==> config.mk <==
export PLATFORM = sky130hd
export DESIGN_NAME = bus_func_decoder
export DESIGN_NICKNAME = d
export VERILOG_FILES = /design/src/rtl/bfd_pkg.sv /design/src/rtl/strobe_filter.sv /design/src/rtl/bfd_control.sv /design/src/rtl/bfd_datapath.sv /design/src/rtl/bus_func_decoder.sv
export SDC_FILE = /design/constraint.sdc
export NUM_CORES = 1
export LEC_CHECK = 0
export BUFFER_PORTS_ARGS = -buffer_cell sky130_fd_sc_hd__buf_2
export CORE_AREA = 2 2 53 50
export DETAILED_ROUTE_END_ITERATION = 8
export DIE_AREA = 0 0 55 52
export PLACE_DENSITY = 0.58
export REMOVE_ABC_BUFFERS = 1
export SLEW_MARGIN = 20
export SYNTH_ARGS = -nofsm -noshare
export SYNTH_HDL_FRONTEND = slang
export SYNTH_SLANG_ARGS = --single-unit
==> constraint.sdc <==
create_clock -name clk -period 1.3 [get_ports clk]
set_input_delay 0.065 -clock clk [delete_from_list [all_inputs] [get_ports clk]]
set_output_delay 0.065 -clock clk [all_outputs]
set_load 0.05 [all_outputs]
==> src/rtl/bfd_pkg.sv <==
package bfd_pkg;

  localparam int FUNC_W = 5;
  localparam int SUB_W  = 4;

  localparam logic [FUNC_W-1:0] FN_READ     = 5'd2;
  localparam logic [FUNC_W-1:0] FN_TEST_LAM = 5'd8;
  localparam logic [FUNC_W-1:0] FN_CLR_MOD  = 5'd9;
  localparam logic [FUNC_W-1:0] FN_CLR_LAM  = 5'd10;

  typedef struct packed {
    logic xNext;
    logic qNext;
    logic readNext;
    logic moduleClr;
    logic lamSet;
    logic lamClr;
  } cmd_t;

  function automatic logic isImplemented(input logic [FUNC_W-1:0] f);
    return (f == FN_READ) || (f == FN_TEST_LAM) ||
           (f == FN_CLR_MOD) || (f == FN_CLR_LAM);
  endfunction

endpackage

==> src/rtl/strobe_filter.sv <==
module strobe_filter #(
  parameter int HOLD_CYC = 3
) (
  input  logic clk,
  input  logic rstN,
  input  logic rawIn,
  output logic filtOut
);
  localparam int CNT_W = (HOLD_CYC < 2) ? 1 : $clog2(HOLD_CYC + 1);
  localparam logic [CNT_W-1:0] LAST = CNT_W'(HOLD_CYC - 1);

  logic [CNT_W-1:0] holdCnt;

  always_ff @(posedge clk) begin
    if (!rstN) begin
      holdCnt <= '0;
      filtOut <= 1'b0;
    end else if (!rawIn) begin
      holdCnt <= '0;
      filtOut <= 1'b0;
    end else if (holdCnt == LAST) begin
      filtOut <= 1'b1;
    end else begin
      holdCnt <= holdCnt + 1'b1;
    end
  end

  // an accepted strobe rises only while the raw line was high
  p_filt_rise_held_r1: assert property (@(posedge clk) disable iff (!rstN)
    $rose(filtOut) |-> $past(rawIn));

  // a dropped raw line removes the filtered level on the next edge
  p_filt_drop_r2: assert property (@(posedge clk) disable iff (!rstN)
    !rawIn |=> !filtOut);

endmodule

==> src/rtl/bfd_control.sv <==
module bfd_control
  import bfd_pkg::*;
(
  input  logic              clk,
  input  logic              rstN,
  input  logic [FUNC_W-1:0] busFunc,
  input  logic [SUB_W-1:0]  busSub,
  input  logic              s1Filt,
  input  logic              s2Filt,
  input  logic              busClearIn,
  input  logic              busyIn,
  input  logic              rdEnableIn,
  input  logic              lamReqIn,
  input  logic              lamOutIn,
  output cmd_t              cmd
);
  logic s2Prev;
  logic rdPrev;
  logic s2Pulse;
  logic subZero;
  logic dataReady;
  logic qSel;

  always_ff @(posedge clk) begin
    if (!rstN) begin
      s2Prev <= 1'b0;
      rdPrev <= 1'b0;
    end else begin
      s2Prev <= s2Filt;
      rdPrev <= rdEnableIn;
    end
  end

  assign s2Pulse   = s2Filt & ~s2Prev;
  assign subZero   = (busSub == '0);
  assign dataReady = rdEnableIn & ~busyIn;

  always_comb begin
    case (busFunc)
      FN_READ:     qSel = dataReady;
      FN_TEST_LAM: qSel = lamOutIn;
      FN_CLR_MOD:  qSel = 1'b1;
      FN_CLR_LAM:  qSel = subZero;
      default:     qSel = 1'b0;
    endcase
  end

  always_comb begin
    cmd           = '0;
    cmd.xNext     = s1Filt & isImplemented(busFunc);
    cmd.qNext     = s1Filt & qSel;
    cmd.readNext  = s2Pulse & (busFunc == FN_READ) & dataReady;
    cmd.moduleClr = s2Pulse & (busFunc == FN_CLR_MOD);
    cmd.lamSet    = (rdEnableIn & ~rdPrev) | lamReqIn;
    cmd.lamClr    = busClearIn | cmd.moduleClr |
                    (s2Pulse & (busFunc == FN_CLR_LAM) & subZero);
  end

  // one accepted strobe gives a single read advance
  p_single_read_r2: assert property (@(posedge clk) disable iff (!rstN)
    cmd.readNext |=> !cmd.readNext);

endmodule

==> src/rtl/bfd_datapath.sv <==
module bfd_datapath
  import bfd_pkg::*;
(
  input  logic clk,
  input  logic rstN,
  input  cmd_t cmd,
  input  logic lamEnableIn,
  output logic xResp,
  output logic qResp,
  output logic lamOut,
  output logic readNextStb,
  output logic moduleClrStb
);
  logic lamFlag;

  always_ff @(posedge clk) begin
    if (!rstN) begin
      lamFlag      <= 1'b0;
      xResp        <= 1'b0;
      qResp        <= 1'b0;
      readNextStb  <= 1'b0;
      moduleClrStb <= 1'b0;
    end else begin
      if (cmd.lamClr)      lamFlag <= 1'b0;
      else if (cmd.lamSet) lamFlag <= 1'b1;
      xResp        <= cmd.xNext;
      qResp        <= cmd.qNext;
      readNextStb  <= cmd.readNext;
      moduleClrStb <= cmd.moduleClr;
    end
  end

  assign lamOut = lamFlag & lamEnableIn;

  // clear wins over set
  p_clear_wins_r8: assert property (@(posedge clk) disable iff (!rstN)
    cmd.lamClr |=> !lamFlag);

  // a set cause without a clear leaves the flag set
  p_set_takes_r6: assert property (@(posedge clk) disable iff (!rstN)
    (cmd.lamSet && !cmd.lamClr) |=> lamFlag);

  // status is only reported for an accepted command
  p_q_needs_x_r3: assert property (@(posedge clk) disable iff (!rstN)
    qResp |-> xResp);

endmodule

==> src/rtl/bus_func_decoder.sv <==
module bus_func_decoder
  import bfd_pkg::*;
#(
  parameter int HOLD_CYC = 3
) (
  input  logic              clk,
  input  logic              rstN,
  input  logic [FUNC_W-1:0] busFunc,
  input  logic [SUB_W-1:0]  busSub,
  input  logic              strobe1In,
  input  logic              strobe2In,
  input  logic              busClearIn,
  input  logic              busyIn,
  input  logic              rdEnableIn,
  input  logic              lamReqIn,
  input  logic              lamEnableIn,
  output logic              xResp,
  output logic              qResp,
  output logic              lamOut,
  output logic              readNextStb,
  output logic              moduleClrStb
);
  localparam int N_STB = 2;

  logic [N_STB-1:0] rawStb;
  logic [N_STB-1:0] filtStb;
  cmd_t             cmd;

  assign rawStb = {strobe2In, strobe1In};

  for (genvar gi = 0; gi < N_STB; gi++) begin : g_filt
    strobe_filter #(.HOLD_CYC(HOLD_CYC)) i_filt (
      .clk    (clk),
      .rstN   (rstN),
      .rawIn  (rawStb[gi]),
      .filtOut(filtStb[gi])
    );
  end

  bfd_control i_ctrl (
    .clk       (clk),
    .rstN      (rstN),
    .busFunc   (busFunc),
    .busSub    (busSub),
    .s1Filt    (filtStb[0]),
    .s2Filt    (filtStb[1]),
    .busClearIn(busClearIn),
    .busyIn    (busyIn),
    .rdEnableIn(rdEnableIn),
    .lamReqIn  (lamReqIn),
    .lamOutIn  (lamOut),
    .cmd       (cmd)
  );

  bfd_datapath i_dp (
    .clk         (clk),
    .rstN        (rstN),
    .cmd         (cmd),
    .lamEnableIn (lamEnableIn),
    .xResp       (xResp),
    .qResp       (qResp),
    .lamOut      (lamOut),
    .readNextStb (readNextStb),
    .moduleClrStb(moduleClrStb)
  );

endmodule

# Yosys cells after proc, flatten, opt, wreduce, memory -nomap -nowiden

Index checks and enable logic that the tools add are counted.

Bits in registers: 13
Latch bits: 0
RAM bits: 0
ROM bits: 0
Input port bits: 18
Memories kept: 0

$add $sub $neg: 2
Multipliers: 0
Div/mod/pow operators: 0
Order comparisons: 0
Eq/ne operators: 6
Shift-type cells: 0
Mux-type cells: 1
Bitwise gates (word level): 18
Reductions and logical operators: 7

Operators by type and width:

| cell                                          | number |
|---|---|
| == test 5 x 4 -> 1 bit, second input constant | 3 |
| AND 1 bit                                     | 11 |
| == test 5 x 2 -> 1 bit, second input constant | 1 |
| adder 2 x 1 -> 2 bit, second input constant   | 2 |
| == test 2 bit, second input constant          | 2 |
| zero test 4 bit                               | 1 |
| NOT 1 bit                                     | 4 |
| one-hot mux 1 bit (4 select lines)            | 1 |
| AND reduction 2 bit                           | 2 |
| logical OR 1 bit                              | 3 |
| OR 1 bit                                      | 3 |
| OR reduction 2 bit                            | 1 |

# Depth between registers and ports, before layout

Gate-level depths: netlist of the first run.

Depth after elaboration: 6
Depth in mapped cells: 5
Depth with buffers taken out: 5

# Hierarchy

A second synthesis of the first run with hierarchy kept.

Cells, all modules: 62
Area total of the unflattened synthesis: 590.6 µm²

Modules (own cells, without submodules):

| module        | instances | cells each | area each (µm²) |
|---|---|---|---|
| strobe_filter | 2         | 13         | 118.9 |
| bfd_control   | 1         | 24         | 200.2 |
| bfd_datapath  | 1         | 12         | 152.6 |

# Least setup slack after synthesis of the first run

OpenSTA, ideal clock, no wires.

Path type: reg2reg
From: reg i_dp.lamFlag
To: reg i_dp.qResp
Library setup time: 91 ps
Data arrival time: 1074 ps
Path slack: 135 ps
Cell stages (with the launch flop): 4
Path buffers: 0
Period minus slack after synthesis: 1165 ps
Cells stage by stage: dfxtp_1 and2_1 o21bai_1 a311oi_1

Word-level cells in the longest chain between the ends: 3

Ends and longest elaborated chain:

| what                               | line                   | source |
|---|---|---|
| start: declaration                 | bfd_datapath.sv:14     | `logic lamFlag;` |
| start signal: assignment           | bfd_datapath.sv:18     | `lamFlag <= 1'b0;` |
| start signal: assignment           | bfd_datapath.sv:24     | `if (cmd.lamClr) lamFlag <= 1'b0;` |
| start signal: assignment           | bfd_datapath.sv:25     | `else if (cmd.lamSet) lamFlag <= 1'b1;` |
| AND 1 bit                          | bfd_datapath.sv:33     | `assign lamOut = lamFlag & lamEnableIn;` |
| via lamOut                         | bus_func_decoder.sv:19 | `output logic lamOut,` |
| one-hot mux 1 bit (4 select lines) | bfd_control.sv:39      | `case (busFunc)` |
| AND 1 bit                          | bfd_control.sv:51      | `cmd.qNext = s1Filt & qSel;` |
| end signal: assignment             | bfd_datapath.sv:27     | `qResp <= cmd.qNext;` |
| end: declaration                   | bfd_datapath.sv:9      | `output logic qResp,` |

The timed path passes the listed nets, and every way through them passes these cells.
A chain may end at the register's enable or synchronous reset.

# Final worst setup path of the first run

From: reg i_dp.lamFlag
To: out lamOut

Word-level cells in the longest chain between the ends: 1

Ends and longest elaborated chain:

| what             | line |
|---|---|
| AND 1 bit        | bfd_datapath.sv:33 |
| end: declaration | bus_func_decoder.sv:19 |

Every way passes these cells.

==> results of run 1 <==
==> Yosys cell counts, types with 2 or more instances <==
library cell and number:
nor2b_1 2, and2_1 3, nor2_1 13, xor2_1 2, a21oi_1 2, dfxtp_1 13
inv_1 5, nand2_1 4, ha_1 2
==> how the worst max path moves through the flow <==
| stage | to | start | cells past startpoint | slack (ns) |
|---|---|---|---|---|
| floorplan | i_dp.qResp | i_dp.lamFlag | 3 | 0.13 |
| global placement | i_dp.lamFlag | busSub[1] | 4 | 0.27 |
| detailed placement | i_dp.lamFlag | busSub[1] | 4 | 0.22 |
| CTS | lamOut | i_dp.lamFlag | 2 | 0.22 |
| global route | lamOut | i_dp.lamFlag | 2 | 0.17 |
| finish | lamOut | i_dp.lamFlag | 2 | 0.24 |
==> report_power, final <==
group,switching (uW),internal (uW)
clock,128,119
combinational,49.5,44.7
sequential,5.78,409
total,183,573
==> logic make-up after synthesis <==
| group | share of synthesized area, % |
|---|---|
| XOR/XNOR | 3.18 |
| AO/OA/AOI/OAI | 13.2 |
| flip-flops | 47.3 |
| adder cells (fa/ha/maj) | 4.54 |
| buffers and inverters | 3.41 |
| AND/OR/NAND/NOR | 28.4 |
==> sequential cells by signal (all words and copies together) (netlist names) <==
name / count
i_dp.lamFlag: 1
i_ctrl.s2Prev: 1
i_dp.moduleClrStb: 1
i_dp.xResp: 1
g_filt.i_filt.holdCnt: 4
i_ctrl.rdPrev: 1
g_filt.i_filt.filtOut: 2
i_dp.qResp: 1
i_dp.readNextStb: 1
==> routing by layer <==
| metal | global-route usage, % | vias up | routed length, um |
|---|---|---|---|
| met5 | 0 | - | 0 |
| met4 | 7.32 | 0 | 28 |
| met3 | 1.72 | 4 | 119 |
| met2 | 14.1 | 22 | 515 |
| met1 | 9.19 | 216 | 477 |
| li1 | - | 259 | - |
==> per-stage QoR <==
stage                     setup WS (ns)  instances  hold slack (ns)
after detailed placement          0.217        110            0.336
after global routing              0.172        114           0.0519
after CTS                         0.224        114           0.0510
final                             0.236        114           0.0558
after floorplan                   0.135         60            0.187
after global placement            0.267        110            0.330
==> placed cells by master (no fill, tap or decap), drive strengths merged, types with 2 or more instances in the layout <==
cell type / Yosys / final
clkbuf: 0 / 4
nor2b: 2 / 2
dfxtp: 13 / 13
nor2: 13 / 13
ha: 2 / 2
and2: 3 / 3
inv: 5 / 5
nand2: 4 / 4
buf: 0 / 22
a21oi: 2 / 2
xor2: 2 / 2
==> area by class of cell <==
type                       count  area [um^2]  area share (%)
sequential                    13          260            36.0
tap                           28         35.0            4.85
inverter                       5         18.8            2.60
clock buffer                   4         26.3            3.64
timing repair buffer          22          110            15.3
multi-input combinational     42          272            37.6
==> qor.yml, run 1 <==
cts_tree: "done"
root_buffer: "clkbuf_4"
fin_crit_ns: 1.06
drive_gt1_share_pct: 30.2
synthTopCellsByArea: "dfxtp_1 47%, nor2_1 8.9%, ha_1 4.5%, nor4_4 3.9%, and2_1 3.4%"
tightestPinTransition_ns: 0.245
worst-path-buf-inv: 1
cts_max_level: 1
insertion_delay_ns: 0.27
cts_resized: 0
vias: 501
synth_seq_area_share_pct: 47.3
clockBufferDepth: 2
dp.final_hpwl_um: 965
finalHoldViolations: 0
critPathTopFamily: "flip-flops"
path_cells: "and2_1, buf_2"
finish.net_count: 107
synth_top_area_share_pct: 47.3
ys_ff_latch: 13
power_density_nw_per_um2: 1050
total_power_uw: 756
fin_setup_tns_ns: 0
holdPathEnd: "i_ctrl.rdPrev"
setup_viol: 0
holdPathStages: 2
synthFlopType: "dfxtp_1"
ff2ff_setup_slack_ns: 0.33
dieArea_um2: 2860
wl_per_cell_um: 10.0
synth_area_um2: 551
syn_to_final_growth_pct: 31.1
slew_headroom_pct: 83.6
core-area_um2: 2340
grt_pass1_vias: 451
grt_pass1_wl_um: 1680
rsz0062_at_grt: "no"
grt-ovfl-total: 0
end_kind: "primary output"
cap_violations: 0
grt_use_total_pct: 8.62
ioPinCount: 23
timing.rr.start: "g_filt[1].i_filt.holdCnt[0]"
hold_class: "primary input to flip-flop"
worstReg2RegEnd: "g_filt[1].i_filt.holdCnt[1]"
grt_max_degree: 8
peakVddDrop_mv: 0.380
stdcell_area_um2: 722
start_kind: "flip-flop"
synthCells: 60
slowest_delay_ns: 0.33
avgSynthCellArea_um2: 9.18
drt_iter0_drc: 4
wl_um: 1140
crit_type: "flip-flop to primary output"
antenna_found_initial: 0
postPlaceCellArea_um2: 696
rr_worst_depth: 5
ant_nets: 0
antennaDiodeCount: 0
clk_pin_slew_ns: 0.08
yosys_warnings: 0
cts_buffers: 3
via_per_inst: 4.39
start_util_pct: 23.5
async_flop_share_pct: 0
synth_edf_count: 0
critPathRequiredTime_ns: 1.24
cp_data_arrival_time_ns: 1.00
worstPathMaxFanout: 2
gp_congestion: 0.631
leakage_uw: 0.000335
holdBufCountCts: 0
fin_util_pct: 30.9
nFillCells: 267
synth_top_area_cell: "dfxtp_1"
cts.sinks: 13
first_pass_iters: 3
fin_crit_sh_pct: 81.9
row_count: 17
cts_setup_buffers: 0
slew_viol_final: 0
max_freq_ghz: 0.940
finClkSkew_ns: 0.00108
status: "completed"
ys_types: 23
fp.dieW_um: 55
crit_slowest_cell: "dfxtp_1"
drc_errors: 0
hp-start: "rdEnableIn"
port_buffers: 22
dieHeight_um: 52
No activity file was read; power rests on OpenSTA's default activity.
==> inputs of run 2 (changes only) <==
--- a/config.mk
+++ b/config.mk
@@ -9,7 +9,7 @@
 export CORE_AREA = 2 2 53 50
 export DETAILED_ROUTE_END_ITERATION = 8
 export DIE_AREA = 0 0 55 52
-export PLACE_DENSITY = 0.58
+export PLACE_DENSITY = 0.59
 export REMOVE_ABC_BUFFERS = 1
 export SLEW_MARGIN = 20
 export SYNTH_ARGS = -nofsm -noshare
==> constraint.sdc (replaced) <==
create_clock -name clk -period 0.86 [get_ports clk]
set_input_delay 0.043 -clock clk [delete_from_list [all_inputs] [get_ports clk]]
set_output_delay 0.043 -clock clk [all_outputs]
set_load 0.05 [all_outputs]
==> run 2 against run 1 <==
  * The run now ends with setup timing left
  * Register-to-register slack worse by 0.38 ns
  * Design area up 21%
  * Setup slack worse by 0.30 ns
  * Clock skew is 0.0067 ns higher
  * Wire length rose by 6.8%
  * Utilization rose by 6.4 points
  * Hold slack got worse by 0.020 ns
  * Global-route usage is 0.12 points lower
  * First-iteration DRC count unchanged
  * Sequential power grew 52%
  * Sequential share of layout area fell by 4.9 points
  * Critical path type unchanged
  * Critical endpoint unchanged
  * Largest cell class unchanged
==> qor.yml, run 2 (synthesis results as in run 1) <==
status: "complete, but fails checks"  # was completed
violations: "setup timing"
largest_reg_flops: 4  # unchanged
insertion_delay_ns: 0.27  # about the same
slew_viol_final: 0  # unchanged
end_kind: "primary output"  # unchanged
wl_per_cell_um: 9.89  # was 10.0 um
max_freq_ghz: 1.08
dieArea_um2: 2860  # unchanged
rsz0062_at_grt: "yes"  # was no
finClkSkew_ns: 0.00779  # was 0.00108 ns
grt-ovfl-total: 0  # unchanged
ant_nets: 0  # unchanged
start_util_pct: 23.5  # unchanged
grt_pass1_wl_um: 1750  # was 1680 um
grt_pass1_vias: 483  # was 451
grt_use_total_pct: 8.49  # was 8.62%
antennaDiodeCount: 0  # unchanged
root_buffer: "clkbuf_4"  # unchanged
finalWorstSetupSlack_ns: -0.0654  # was 0.236 ns
top_regs: "g_filt.i_filt.holdCnt: 4 flops, g_filt.i_filt.filtOut: 2 flops"  # unchanged
dp.final_hpwl_um: 969  # was 965 um
ioPinCount: 23  # unchanged
regMostFlops: "g_filt.i_filt.holdCnt"  # unchanged
leakage_uw: 0.000386  # was 0.000335 uW
peakVddDrop_mv: 0.671  # was 0.380 mV
gr-usage-met3_pct: 1.72  # unchanged
power_density_nw_per_um2: 1370  # was 1050 nW/um^2
cts_max_level: 1  # unchanged
drive_gt1_share_pct: 55.8  # was 30.2%
core-area_um2: 2340  # unchanged
pre_cts_slack_ns: -0.161  # was 0.217 ns
via_per_inst: 4.31  # was 4.39
setup_viol: 5  # was 0
crit_slowest_cell: "dfxtp_2"  # was dfxtp_1
port_buffers: 22  # unchanged
tightestPinTransition_ns: 0.240  # was 0.245 ns
cts_tree: "done"  # unchanged
antenna_found_initial: 0  # unchanged
crit_type: "flip-flop to primary output"  # unchanged
fp.dieW_um: 55  # unchanged
cts.sinks: 13  # unchanged
gp_congestion: 0.632  # was 0.631
gr-usage-met2_pct: 16.3  # was 14.1%
final_common_cell: "buf_2"  # unchanged
first_pass_iters: 3  # unchanged
slowest_delay_ns: 0.33  # about the same
final_cell_mix: "17 x buf_2, 12 x buf_4, 11 x nor2_1"  # was 22 x buf_2, 13 x nor2_1, 13 x dfxtp_1
clk_pin_slew_ns: 0.08  # about the same
finalHoldViolations: 0  # unchanged
start_kind: "flip-flop"  # unchanged
slew_headroom_pct: 83.9  # was 83.6%
holdBufCountCts: 0  # unchanged
nFillCells: 252  # was 267
dieHeight_um: 52  # unchanged
fin_crit_sh_pct: 108
hold_class: "primary input to flip-flop"  # unchanged
top_usage_layer: "met2"  # unchanged
grt_util_met1_pct: 8.47  # was 9.19%
cp_data_arrival_time_ns: 0.88  # was 1.00 ns
cts_buffers: 3  # unchanged
critPathRequiredTime_ns: 0.82  # was 1.24 ns
finish.net_count: 116  # was 107
row_count: 17  # unchanged
total_power_uw: 1190  # was 756 uW
path_cells: "and2_4, buf_8"  # was and2_1, buf_2
drt_iter0_drc: 4  # unchanged
fin_crit_ns: 0.925
cap_violations: 0  # unchanged
fin_util_pct: 37.3  # was 30.9%
syn_to_final_growth_pct: 58.4  # was 31.1%
drc_errors: 0  # unchanged
vias: 530  # was 501
grt_max_degree: 8  # unchanged
wl_um: 1220  # was 1140 um
clockBufferDepth: 2  # unchanged
worstPathMaxFanout: 2  # unchanged
[run 2: changes by cell type in the layout (fill, tap and decap cells not counted), sizes merged]
cell and delta:
buf +9
[run 2: worst paths after layout]
path                                     from  cells past startpoint  slack [ns]                     endpoint
setup / recovery                 i_dp.lamFlag                      2       -0.07                       lamOut
hold / removal                     rdEnableIn                      2        0.04                i_ctrl.rdPrev
setup reg to reg  g_filt[1].i_filt.holdCnt[0]                      5       -0.05  g_filt[1].i_filt.holdCnt[1]
hold reg to reg      g_filt[1].i_filt.filtOut                      2        0.48                 i_dp.lamFlag
[run 2: cell type report]
| cell class | instances | area, um^2 | share of cell area [%] |
|---|---|---|---|
| clock buffers | 4 | 26.3 | 3.01 |
| well taps | 28 | 35.0 | 4.02 |
| multi-input cells | 42 | 319 | 36.6 |
| repair buffers | 31 | 201 | 23.1 |
| flip-flops and latches | 13 | 272 | 31.1 |
| inverters | 5 | 18.8 | 2.15 |
[run 2: what timing repair did]
item,in CTS,in global routing
buffers inserted,1,0
resized for setup,22,6
endpoints found under the setup margin,12,8
pin swaps,10,5
[run 2: layer usage]
| layer | vias to the layer above | wire, um |
|---|---|---|
| li1 | 274 | - |
| met1 | 234 | 472 |
| met2 | 20 | 627 |
| met3 | 2 | 114 |
| met4 | 0 | 4 |
| met5 | - | 0 |
[run 2: power breakdown]
group	leakage (uW)	total (uW)	internal (uW)	switching [uW]
Combinational	0.000262	202	110	92.4
Sequential	0.000109	632	620	11.7
Clock	0.0000150	360	179	181
Total	0.000386	1190	909	285
[run 2: worst max-delay path: cells and delay by family (launching register included)]
| kind | cells | cell delay, ns |
|---|---|---|
| buffers and inverters | 1 | 0.14 |
| DFF | 1 | 0.33 |
| and+or+nand+nor | 1 | 0.15 |
[run 2: through the flow]
| step | hold WS (ns) | instance area (um^2) | std cells | setup TNS, ns |
|---|---|---|---|---|
| 2_1_floorplan | 0.165 | 551 | 60 | -0.457 |
| 3_3_place_gp | 0.308 | 756 | 118 | -0.384 |
| 3_5_place_dp | 0.311 | 756 | 118 | -0.655 |
| 4_1_cts | 0.0302 | 851 | 123 | -0.238 |
| 5_1_grt | 0.0448 | 872 | 123 | -0.412 |
| 6_report | 0.0361 | 872 | 123 | -0.162 |
